--- config.mk ---
export PLATFORM = sky130hd
export DESIGN_NAME = vsync_flywheel
export DESIGN_NICKNAME = d
export VERILOG_FILES = /design/src/rtl/vsf_pkg.sv /design/src/rtl/vsf_edge_latch.sv /design/src/rtl/vsf_line_cnt.sv /design/src/rtl/vsf_lock.sv /design/src/rtl/vsync_flywheel.sv
export SDC_FILE = /design/constraint.sdc
export NUM_CORES = 1
export LEC_CHECK = 0
export BUFFER_PORTS_ARGS = -buffer_cell sky130_fd_sc_hd__buf_2
export CAP_MARGIN = 20
export CORE_ASPECT_RATIO = 0.5
export CORE_UTILIZATION = 35
export CTS_CLUSTER_SIZE = 16
export DETAILED_ROUTE_END_ITERATION = 8
export PLACE_DENSITY = 0.5
export REMOVE_ABC_BUFFERS = 1
export SLEW_MARGIN = 10
export SYNTH_ARGS = -nofsm -noshare
export SYNTH_HDL_FRONTEND = slang
export SYNTH_HIERARCHICAL = 1
export SYNTH_SLANG_ARGS = --single-unit
--- constraint.sdc ---
create_clock -name clk -period 8.4 [get_ports clk]
set_input_delay 0.42 -clock clk [delete_from_list [all_inputs] [get_ports clk]]
set_output_delay 0.42 -clock clk [all_outputs]
set_load 0.005 [all_outputs]
--- src/rtl/vsf_pkg.sv ---
package vsf_pkg;

   typedef enum logic {
      SYNC_EXT = 1'b0,
      SYNC_INT = 1'b1
   } sync_mode_e;

endpackage

--- src/rtl/vsf_edge_latch.sv ---
// Captures a rising edge of the raw vertical sync anywhere inside a line
// and presents it until the line strobe consumes it.
module vsf_edge_latch #(
   parameter int SYNC_STAGES = 0
) (
   input  logic clk,
   input  logic rst_n,
   input  logic vsync_in,
   input  logic line_stb,
   output logic ext_evt
);

   logic vs_s;
   logic vs_q;
   logic pend_q;
   logic rise;

   generate
      if (SYNC_STAGES == 0) begin : g_direct
         assign vs_s = vsync_in;
      end else begin : g_sync
         logic [SYNC_STAGES-1:0] sr_q;
         always_ff @(posedge clk or negedge rst_n) begin
            if (!rst_n) begin
               sr_q <= '0;
            end else begin
               sr_q[0] <= vsync_in;
               for (int i = 1; i < SYNC_STAGES; i++) begin
                  sr_q[i] <= sr_q[i-1];
               end
            end
         end
         assign vs_s = sr_q[SYNC_STAGES-1];
      end
   endgenerate

   assign rise    = vs_s & ~vs_q;
   assign ext_evt = pend_q | rise;

   always_ff @(posedge clk or negedge rst_n) begin
      if (!rst_n) begin
         vs_q   <= 1'b0;
         pend_q <= 1'b0;
      end else begin
         vs_q   <= vs_s;
         pend_q <= line_stb ? 1'b0 : (pend_q | rise);
      end
   end

endmodule

--- src/rtl/vsf_line_cnt.sv ---
// Counts line strobes since the last output pulse; saturates at all ones.
module vsf_line_cnt #(
   parameter int LINE_W = 10
) (
   input  logic              clk,
   input  logic              rst_n,
   input  logic              line_stb,
   input  logic              restart,
   output logic [LINE_W-1:0] cnt_q,
   output logic [LINE_W-1:0] line_idx
);

   localparam logic [LINE_W-1:0] CNT_TOP = {LINE_W{1'b1}};

   assign line_idx = (cnt_q == CNT_TOP) ? cnt_q : cnt_q + LINE_W'(1);

   always_ff @(posedge clk or negedge rst_n) begin
      if (!rst_n) begin
         cnt_q <= '0;
      end else if (line_stb) begin
         cnt_q <= restart ? '0 : line_idx;
      end
   end

endmodule

--- src/rtl/vsf_lock.sv ---
// Field-length learning, confirmation run and miss hysteresis.
module vsf_lock
   import vsf_pkg::*;
#(
   parameter int LINE_W         = 10,
   parameter int CONFIRM_FIELDS = 4,
   parameter int MISS_FIELDS    = 3
) (
   input  logic              clk,
   input  logic              rst_n,
   input  logic              acc_ext,
   input  logic              art_pulse,
   input  logic              fly_pulse,
   input  logic              ext_evt,
   input  logic [LINE_W-1:0] line_idx,
   output sync_mode_e        mode_q,
   output logic [LINE_W-1:0] stored_q
);

   localparam int CW = $clog2(CONFIRM_FIELDS + 1);
   localparam int MW = $clog2(MISS_FIELDS + 1);
   localparam logic [CW-1:0] CONF_LAST = CW'(CONFIRM_FIELDS - 1);
   localparam logic [MW-1:0] MISS_LAST = MW'(MISS_FIELDS - 1);

   logic [CW-1:0] match_q;
   logic [MW-1:0] miss_q;

   always_ff @(posedge clk or negedge rst_n) begin
      if (!rst_n) begin
         mode_q   <= SYNC_EXT;
         stored_q <= '0;
         match_q  <= '0;
         miss_q   <= '0;
      end else if (acc_ext) begin
         if (line_idx == stored_q) begin
            if (match_q == CONF_LAST) begin
               mode_q  <= SYNC_INT;
               match_q <= '0;
               miss_q  <= '0;
            end else begin
               match_q <= match_q + CW'(1);
            end
         end else begin
            stored_q <= line_idx;
            match_q  <= '0;
         end
      end else if (art_pulse) begin
         match_q <= '0;
      end else if (fly_pulse) begin
         if (ext_evt) begin
            miss_q <= '0;
         end else if (miss_q == MISS_LAST) begin
            mode_q  <= SYNC_EXT;
            miss_q  <= '0;
            match_q <= '0;
         end else begin
            miss_q <= miss_q + MW'(1);
         end
      end
   end

endmodule

--- src/rtl/vsync_flywheel.sv ---
module vsync_flywheel
   import vsf_pkg::*;
#(
   parameter int LINE_W         = 10,
   parameter int CONFIRM_FIELDS = 4,
   parameter int MISS_FIELDS    = 3,
   parameter int SYNC_STAGES    = 0
) (
   input  logic              clk,
   input  logic              rst_n,
   input  logic              line_stb,
   input  logic              vsync_in,
   input  logic [LINE_W-1:0] min_lines,
   input  logic [LINE_W-1:0] max_lines,
   output logic              vsync_out,
   output logic              int_mode
);

   generate
      if (LINE_W < 2 || LINE_W > 16) begin : g_bad_line_w
         $error("vsync_flywheel: LINE_W must lie in 2..16");
      end
      if (CONFIRM_FIELDS < 1) begin : g_bad_confirm
         $error("vsync_flywheel: CONFIRM_FIELDS must be at least 1");
      end
      if (MISS_FIELDS < 1) begin : g_bad_miss
         $error("vsync_flywheel: MISS_FIELDS must be at least 1");
      end
      if (SYNC_STAGES < 0 || SYNC_STAGES > 4) begin : g_bad_sync
         $error("vsync_flywheel: SYNC_STAGES must lie in 0..4");
      end
   endgenerate

   logic              ext_evt;
   logic [LINE_W-1:0] cnt_q;
   logic [LINE_W-1:0] line_idx;
   logic [LINE_W-1:0] stored;
   sync_mode_e        mode;
   logic              acc_ext;
   logic              art_pulse;
   logic              fly_pulse;
   logic              fire;

   vsf_edge_latch #(
      .SYNC_STAGES(SYNC_STAGES)
   ) u_edge (
      .clk      (clk),
      .rst_n    (rst_n),
      .vsync_in (vsync_in),
      .line_stb (line_stb),
      .ext_evt  (ext_evt)
   );

   vsf_line_cnt #(
      .LINE_W(LINE_W)
   ) u_cnt (
      .clk      (clk),
      .rst_n    (rst_n),
      .line_stb (line_stb),
      .restart  (fire),
      .cnt_q    (cnt_q),
      .line_idx (line_idx)
   );

   always_comb begin
      acc_ext   = line_stb && (mode == SYNC_EXT) && ext_evt && (line_idx >= min_lines);
      art_pulse = line_stb && (mode == SYNC_EXT) && !acc_ext && (line_idx >= max_lines);
      fly_pulse = line_stb && (mode == SYNC_INT) && (line_idx == stored);
      fire      = acc_ext || art_pulse || fly_pulse;
   end

   vsf_lock #(
      .LINE_W        (LINE_W),
      .CONFIRM_FIELDS(CONFIRM_FIELDS),
      .MISS_FIELDS   (MISS_FIELDS)
   ) u_lock (
      .clk       (clk),
      .rst_n     (rst_n),
      .acc_ext   (acc_ext),
      .art_pulse (art_pulse),
      .fly_pulse (fly_pulse),
      .ext_evt   (ext_evt),
      .line_idx  (line_idx),
      .mode_q    (mode),
      .stored_q  (stored)
   );

   always_ff @(posedge clk or negedge rst_n) begin
      if (!rst_n) begin
         vsync_out <= 1'b0;
      end else if (line_stb) begin
         vsync_out <= fire;
      end
   end

   assign int_mode = (mode == SYNC_INT);

endmodule

==> impl_metrics.py, run 1 <==
metrics = {
    "critical_path": {
        "path_class": "reg -> reg",
        "critPathMaxFanout": 21,
        "cp-end-kind": "flop",
        "start_kind": "flop",
        "cp.arrival_ns": 4.80,
        "critical_path_required_ns": 8.58,
    },
    "synth": {
        "synth_area_um2": 2310,
        "synth_edf_count": 0,
        "synth_largest_area_cell": "dfrtp_1",
        "synth_top_cell_area_share_pct": 31.5,
        "synth_area_per_cell_um2": 9.26,
        "synth_seq_cells": 29,
        "yosysWarnings": 6,
        "ys_types": 55,
        "synthArstFlopShare_pct": 100,
        "synth_area_leaders": "dfrtp_1 (31%), ha_1 (12%), xnor2_1 (7.6%)",
        "synthCells": 249,
        "seq_area_frac_synth_pct": 31.5,
        "ys.flop_type": "dfrtp_1",
    },
    "clocking": {
        "cts-resized-gates": 0,
        "max-clock-path-buffers": 2,
        "cts.clk_slew.worst_paths_ns": 0.05,
        "clk_latency_ns": 0.28,
        "ctsHtreeMaxLevel": 2,
        "clkSinkCount": 29,
        "cts.root.buffer_cell": "clkbuf_16",
        "cts_tree": "yes",
        "postCtsHoldBufs": 0,
        "cts_setup_buffers": 0,
        "cts_inserted_buffers": 5,
    },
    "placed_design": {
        "gp_congestion": 0.820,
        "dp.cells": 356,
        "hpwl_mm": 4.28,
        "io_buffers": 25,
    },
    "routing": {
        "viasPerCell": 5.10,
        "drc": 0,
        "drtIter0Drc": 105,
        "routed_wl_mm": 5.57,
        "ant_nets": 0,
        "first_pass_iters": 4,
        "via_count": 1855,
        "wl_per_cell_um": 15.3,
    },
    "timing": {
        "timing.hold.ws_ns": 0.186,
        "clock.fmax_mhz": 216,
        "period_needed_ns": 4.63,
        "setup_violations": 0,
        "finalHoldViolCount": 0,
        "worst_pin_slew_ns": 0.926,
        "rsz0062_at_grt": "false",
        "relSlewSlack_pct": 37.6,
        "finClkSkew_ns": 0.00568,
        "finalCritPeriodShare_pct": 55.1,
        "setup_tns_ns": 0,
        "drv_slew": 0,
    },
    "finish": {
        "syn_to_final_growth_pct": 15.4,
        "finish.utilization_pct": 42.9,
        "final_nets": 321,
        "fin_cells": 364,
        "final_cell_mix": "dfrtp_1 (29), inv_1 (25), buf_2 (25)",
        "drive_gt1_share_pct": 20.7,
        "n_antenna_cell": 0,
        "final_common_cell": "dfrtp_1",
    },
    "status": {
        "status": "completed",
    },
    "pwr": {
        "finalPower_uw": 630,
        "p_per_area_nw_per_um2": 237,
        "peakVddDrop_mv": 0.0843,
        "cellLeakagePower_nw": 1.30,
    },
    "floorplanning": {
        "std_cell_rows": 20,
        "start_util_pct": 37.2,
        "die-area_um2": 6940,
        "ios": 26,
        "die-width_um": 117,
        "dieHeight_um": 59.4,
        "core_um2": 6210,
    },
    "global_routing": {
        "grt_max_degree": 30,
        "grt_pass1_vias": 1780,
        "grt-ovfl-total": 0,
        "grt_usage_pct": 17.9,
        "grt_pass1_wl_mm": 8.96,
        "grt_antenna_before_repair": 0,
    },
    "min_path": {
        "hold_path.class": "in -> async",
    },
    "run": {
        "cap_violations": 0,
    },
}
layer usage:
metal  GRT usage (%)  up-vias  part of all wire (%)
met4            3.25        0                  0.38
met2            27.7       19                    42
li1                -      948                     -
met1            25.5      883                    54
met5               0        -                     0
met3            4.29        5                   3.1
final timing paths:
path	slack [ns]	from	end	cells past startpoint
setup / recovery	3.77	u_cnt/cnt_q[0]	u_cnt/cnt_q[5]	12
hold / removal	0.19	rst_n	u_lock/miss_q[1]	1
setup reg to reg	3.77	u_cnt/cnt_q[0]	u_cnt/cnt_q[5]	12
hold reg to reg	0.48	u_lock/match_q[2]	u_lock/match_q[2]	1
max in group asynchronous	7.77	rst_n	u_cnt/cnt_q[7]	1
min in group clk	0.30	vsync_in	u_edge/vs_q	1
where the power goes:
group	total, mW	internal, mW	switching [mW]
clock	0.188	0.125	0.0624
sequential	0.193	0.163	0.0308
combinational	0.249	0.110	0.139
logic make-up after synthesis:
family,share of synthesized area [%]
simple gates,17.0
compound gates,18.8
buf+inv,6.08
flops,31.5
xor+xnor,8.74
fa+ha+maj,11.9
mux,5.97
critical path: stages, from the launching register on:
cell      delay (ns)
dfrtp_1         0.41
ha_1            0.24
nand3_1         0.11
or3b_1          0.64
o21ai_0         0.83
ha_1            0.37
a21oi_1         0.13
nor3_1          0.06
o311a_1         0.61
or2_1           0.47
and2_1          0.25
o21bai_1        0.18
a311oi_2        0.22
state kept, by name, summed over array words and instances, names as in the netlist:
signal,count
vsync_out,1
u_edge/vs_q,1
u_cnt/cnt_q,10
u_lock/match_q,3
u_edge/pend_q,1
u_lock/miss_q,2
u_lock/mode_q,1
u_lock/stored_q,10
metrics by stage:
step                area, µm²  setup WS (ns)
finish                   2660           3.77
global route             2660           3.40
CTS                      2660           3.79
detailed placement       2500           3.83
global placement         2500           3.84
floorplan                2260           4.57
synth_stat cells (2+ instances only):
cell / n
dfrtp_1: 29
inv_1: 25
ha_1: 22
a21oi_1: 21
xnor2_1: 20
nand2_1: 13
nand3_1: 11
mux2_2: 10
nor2_1: 10
o21ai_0: 7
nand2b_1: 6
nand4_1: 6
and2_1: 4
nor3_1: 4
o22ai_1: 4
a211oi_1: 3
a311oi_1: 3
nor4_1: 3
xor2_1: 3
a21o_1: 2
a311oi_2: 2
a31o_2: 2
and3_1: 2
buf_6: 2
clkbuf_1: 2
nor2b_1: 2
o21a_1: 2
o21bai_1: 2
layout make-up:
class	count	area [µm²]
fill	631	3550
multi-input combinational	188	1440
sequential	29	726
clock buffer	7	153
timing repair buffer	26	133
tap	88	110
inverter	25	93.8
clock inverter	1	5.00
Power figures use the tool's default switching activity.
==> inputs of run 2 (changes only) <==
==> constraint.sdc (replaced) <==
create_clock -name clk -period 4.5 [get_ports clk]
set_input_delay 0.225 -clock clk [delete_from_list [all_inputs] [get_ports clk]]
set_output_delay 0.225 -clock clk [all_outputs]
set_load 0.005 [all_outputs]
==> impl_metrics.py, run 2 (same netlist as run 1, synthesis figures left out) <==
metrics = {
    "timing": {
        "finalHoldViolCount": 18,
        "timing.hold.ws_ns": -0.0188,
        "setup_tns_ns": 0,
        "clock.fmax_mhz": 247,
        "finClkSkew_ns": 0.00164,
        "drv_slew": 0,
        "relSlewSlack_pct": 54.8,
        "rsz0062_at_grt": "false",
        "worst_pin_slew_ns": 0.679,
        "setup_violations": 0,
        "period_needed_ns": 4.04,
        "finalCritPeriodShare_pct": 89.8,
    },
    "placed_design": {
        "io_buffers": 25,
        "hpwl_mm": 4.40,
        "gp_congestion": 0.809,
    },
    "critical_path": {
        "cp-end-kind": "flop",
        "slowest_delay_ns": 0.46,
        "crit_family": "simple AND/OR/NAND/NOR gates",
        "cp_slowest_cell": "a2111oi_2",
        "critical_path_required_ns": 4.68,
        "critPathMaxFanout": 8,
        "path_cells": "ha_1, nand3_1, or3b_1, xnor2_1, inv_1, ha_1, nand2b_1, a21o_1, a2111oi_2, o21bai_2, or2_1, and2_1, o21bai_1, a311oi_2",
        "start_kind": "flop",
        "crit_path_frequent_cell": "ha_1",
        "cp.arrival_ns": 4.22,
        "path_buf_inv": 1,
        "path_class": "reg -> reg",
    },
    "finish": {
        "syn_to_final_growth_pct": 17.3,
        "drive_gt1_share_pct": 22.9,
        "final_nets": 329,
        "final_cell_mix": "dfrtp_1 (29), inv_1 (25), buf_2 (25)",
        "final_common_cell": "dfrtp_1",
        "reg_top3": "u_cnt/cnt_q x10, u_lock/stored_q x10, u_lock/match_q x3",
        "multi_input_area_um2": 1440,
        "n_antenna_cell": 0,
        "fill_cells": 648,
        "seq_area_um2": 726,
        "finish.utilization_pct": 43.6,
    },
    "global_routing": {
        "grt-ovfl-total": 0,
        "grt_antenna_before_repair": 0,
        "grt_pass1_wl_mm": 9.34,
        "grt_pass1_vias": 1940,
        "grt_usage_pct": 18.3,
        "grt_max_degree": 30,
    },
    "routing": {
        "drtIter0Drc": 100,
        "viasPerCell": 5.06,
        "via_count": 1884,
        "drc": 0,
        "wl_per_cell_um": 14.7,
        "first_pass_iters": 6,
        "ant_nets": 0,
        "routed_wl_mm": 5.46,
    },
    "floorplanning": {
        "ios": 26,
        "die-area_um2": 6940,
        "core_um2": 6210,
        "dieHeight_um": 59.4,
        "std_cell_rows": 20,
        "start_util_pct": 37.2,
        "die-width_um": 117,
    },
    "pwr": {
        "peakVddDrop_mv": 0.169,
        "cellLeakagePower_nw": 1.33,
        "p_per_area_nw_per_um2": 436,
    },
    "clocking": {
        "cts.clk_slew.worst_paths_ns": 0.05,
        "ctsHtreeMaxLevel": 2,
        "cts_inserted_buffers": 5,
        "clkSinkCount": 29,
        "max-clock-path-buffers": 2,
        "cts.root.buffer_cell": "clkbuf_16",
        "postCtsHoldBufs": 0,
        "cts_setup_buffers": 0,
        "cts-resized-gates": 0,
        "clk_latency_ns": 0.27,
        "cts_tree": "yes",
    },
    "min_path": {
        "hold_path.class": "in -> async",
    },
    "run": {
        "cap_violations": 0,
    },
    "status": {
        "status": "finished, violations left",
        "violations": "hold timing",
    },
}
run 2: report_power, final:
part | leakage (nW) | internal, mW | switching [mW]
clock | 0.0696 | 0.202 | 0.118
sequential | 0.386 | 0.303 | 0.0549
combinational | 0.869 | 0.238 | 0.264
total | 1.33 | 0.743 | 0.437
run 2: layout make-up:
type                       instances  area share (%)
multi-input combinational        188            53.2
sequential                        29            26.8
clock inverter                     3           0.648
inverter                          25            3.47
tap                               88            4.07
clock buffer                       5            4.63
timing repair buffer              34            7.12
run 2: path summary, 6_finish.rpt:
| kind | to | cells after the start | slack (ns) | start |
|---|---|---|---|---|
| max reg2reg | u_cnt/cnt_q[5] | 14 | 0.46 | u_cnt/cnt_q[0] |
| min | u_lock/miss_q[1] | 1 | -0.02 | rst_n |
| max in group asynchronous | u_lock/stored_q[4] | 1 | 4.07 | rst_n |
| min reg2reg | u_lock/match_q[2] | 1 | 0.49 | u_lock/match_q[2] |
| min in group clk | u_edge/vs_q | 1 | 0.11 | vsync_in |
| max | u_cnt/cnt_q[5] | 14 | 0.46 | u_cnt/cnt_q[0] |
run 2: layer usage:
layer | wire length (µm) | track usage [%]
met5 | 0 | 0
met3 | 158 | 4.40
met2 | 2380 | 29.8
met4 | 39 | 4.88
met1 | 2880 | 24.5
run 2: metrics by stage:
stage	setup slack, ns	power, mW	hold slack [ns]	instances	cell area, µm²
6_report	0.458	1.18	-0.0188	372	2710
2_1_floorplan	0.665	0.701	-0.0706	242	2260
4_1_cts	0.436	1.20	0.0138	372	2710
3_3_place_gp	0.686	0.860	0.307	364	2560
5_1_grt	0.137	1.28	0.0537	372	2710
3_5_place_dp	0.498	0.869	0.310	364	2560
==> inputs of run 3 (changes only) <==
==> constraint.sdc (replaced) <==
create_clock -name clk -period 4.8 [get_ports clk]
set_input_delay 0.24 -clock clk [delete_from_list [all_inputs] [get_ports clk]]
set_output_delay 0.24 -clock clk [all_outputs]
set_load 0.005 [all_outputs]
==> impl_metrics.py, run 3 (same netlist as run 1, synthesis figures left out) <==
metrics = {
    "critical_path": {
        "rr_startpoint": "u_cnt/cnt_q[0]",
        "critPathMaxFanout": 14,
        "path_class": "reg -> reg",
        "cp-end-kind": "flop",
        "critical_path_required_ns": 4.98,
        "reg2reg_to": "u_cnt/cnt_q[5]",
        "r2r_slack_ns": 0.57,
        "start_kind": "flop",
        "cp.arrival_ns": 4.42,
        "r2r_cells": 14,
    },
    "finish": {
        "reg_top3": "u_cnt/cnt_q x10, u_lock/stored_q x10, u_lock/match_q x3",
        "final_cell_mix": "dfrtp_1 (29), inv_1 (25), buf_2 (25)",
        "fill_cells": 644,
        "final_nets": 327,
        "syn_to_final_growth_pct": 16.5,
        "finish.utilization_pct": 43.3,
        "n_antenna_cell": 0,
        "multi_input_area_um2": 1440,
        "final_common_cell": "dfrtp_1",
        "drive_gt1_share_pct": 22.0,
        "seq_area_um2": 726,
    },
    "timing": {
        "timing.hold.ws_ns": -0.00212,
        "setup_violations": 0,
        "relSlewSlack_pct": 54.6,
        "worst_pin_slew_ns": 0.681,
        "finalHoldViolCount": 1,
        "rsz0062_at_grt": "false",
        "drv_slew": 0,
        "finClkSkew_ns": 0.00523,
        "period_needed_ns": 4.23,
        "setup_tns_ns": 0,
        "finalCritPeriodShare_pct": 88.2,
        "clock.fmax_mhz": 236,
    },
    "run": {
        "cap_violations": 0,
    },
    "status": {
        "status": "finished, violations left",
        "violations": "hold timing",
    },
    "global_routing": {
        "grt_pass1_vias": 1794,
        "grt_pass1_wl_mm": 9.05,
        "grt_max_degree": 30,
        "grt_usage_pct": 18.0,
        "grt-ovfl-total": 0,
        "grt_antenna_before_repair": 0,
    },
    "floorplanning": {
        "std_cell_rows": 20,
        "core_um2": 6210,
        "ios": 26,
        "die-area_um2": 6940,
        "die-width_um": 117,
        "dieHeight_um": 59.4,
        "start_util_pct": 37.2,
    },
    "clocking": {
        "cts.root.buffer_cell": "clkbuf_16",
        "cts.clk_slew.worst_paths_ns": 0.05,
        "cts_setup_buffers": 0,
        "clkSinkCount": 29,
        "cts-resized-gates": 0,
        "postCtsHoldBufs": 0,
        "cts_inserted_buffers": 5,
        "clk_latency_ns": 0.28,
        "max-clock-path-buffers": 2,
        "ctsHtreeMaxLevel": 2,
        "cts_tree": "yes",
    },
    "routing": {
        "via_count": 1874,
        "routed_wl_mm": 5.58,
        "wl_per_cell_um": 15.1,
        "drc": 0,
        "first_pass_iters": 4,
        "viasPerCell": 5.06,
        "drtIter0Drc": 98,
        "ant_nets": 0,
    },
    "pwr": {
        "finalPower_mw": 1.11,
        "cellLeakagePower_nw": 1.32,
        "peakVddDrop_mv": 0.211,
        "p_per_area_nw_per_um2": 415,
    },
    "placed_design": {
        "hpwl_mm": 4.38,
        "io_buffers": 25,
        "gp_congestion": 0.808,
    },
    "min_path": {
        "hold_path.class": "in -> async",
    },
}
==> run 3: worst max path at each step <==
stage	start	endpoint	slack [ns]
global route	u_cnt/cnt_q[0]	u_cnt/cnt_q[5]	0.18
floorplan	u_cnt/cnt_q[0]	u_cnt/cnt_q[5]	0.97
global placement	u_cnt/cnt_q[0]	u_cnt/cnt_q[5]	0.68
finish	u_cnt/cnt_q[0]	u_cnt/cnt_q[5]	0.57
CTS	u_cnt/cnt_q[0]	u_cnt/cnt_q[5]	0.55
detailed placement	u_cnt/cnt_q[0]	u_cnt/cnt_q[5]	0.56
==> run 3: area by class of cell <==
class	count	share of cell area, %
timing repair buffer	32	6.61
clock buffer	6	4.80
clock inverter	2	0.373
tap	88	4.10
multi-input combinational	188	53.6
inverter	25	3.49
sequential	29	27.0
==> run 3: per-layer routing <==
metal | routed length (µm) | vias up | track usage (%)
li1 | - | 962 | -
met1 | 3010 | 880 | 24.7
met2 | 2380 | 26 | 28.8
met3 | 162 | 6 | 4.91
met4 | 35 | 0 | 3.25
met5 | 0 | - | 0
==> run 3: metrics by stage <==
stage | hold WS, ns | setup slack (ns) | instance area [µm²] | cells
after floorplan | -0.0556 | 0.965 | 2260 | 242
after global placement | 0.323 | 0.679 | 2550 | 362
after detailed placement | 0.330 | 0.564 | 2550 | 362
after CTS | 0.0532 | 0.552 | 2690 | 370
after global routing | 0.0632 | 0.183 | 2690 | 370
final | -0.00212 | 0.566 | 2690 | 370
==> run 3: where the power goes <==
part | switching, mW | internal (mW)
combinational | 0.255 | 0.219
clock | 0.111 | 0.190
sequential | 0.0544 | 0.284
==> run 3: worst max-delay path, cell delays in order (launching register included) <==
cell and delay [ns]:
dfrtp_1 0.41, ha_1 0.25, nand3_1 0.11, or3b_1 0.64, xnor2_1 0.50, inv_1 0.12
ha_1 0.28, nand2b_1 0.14, a21oi_1 0.14, nor3_1 0.06, o311a_1 0.48, or2_1 0.41
and2_1 0.24, o21bai_1 0.17, a311oi_2 0.19
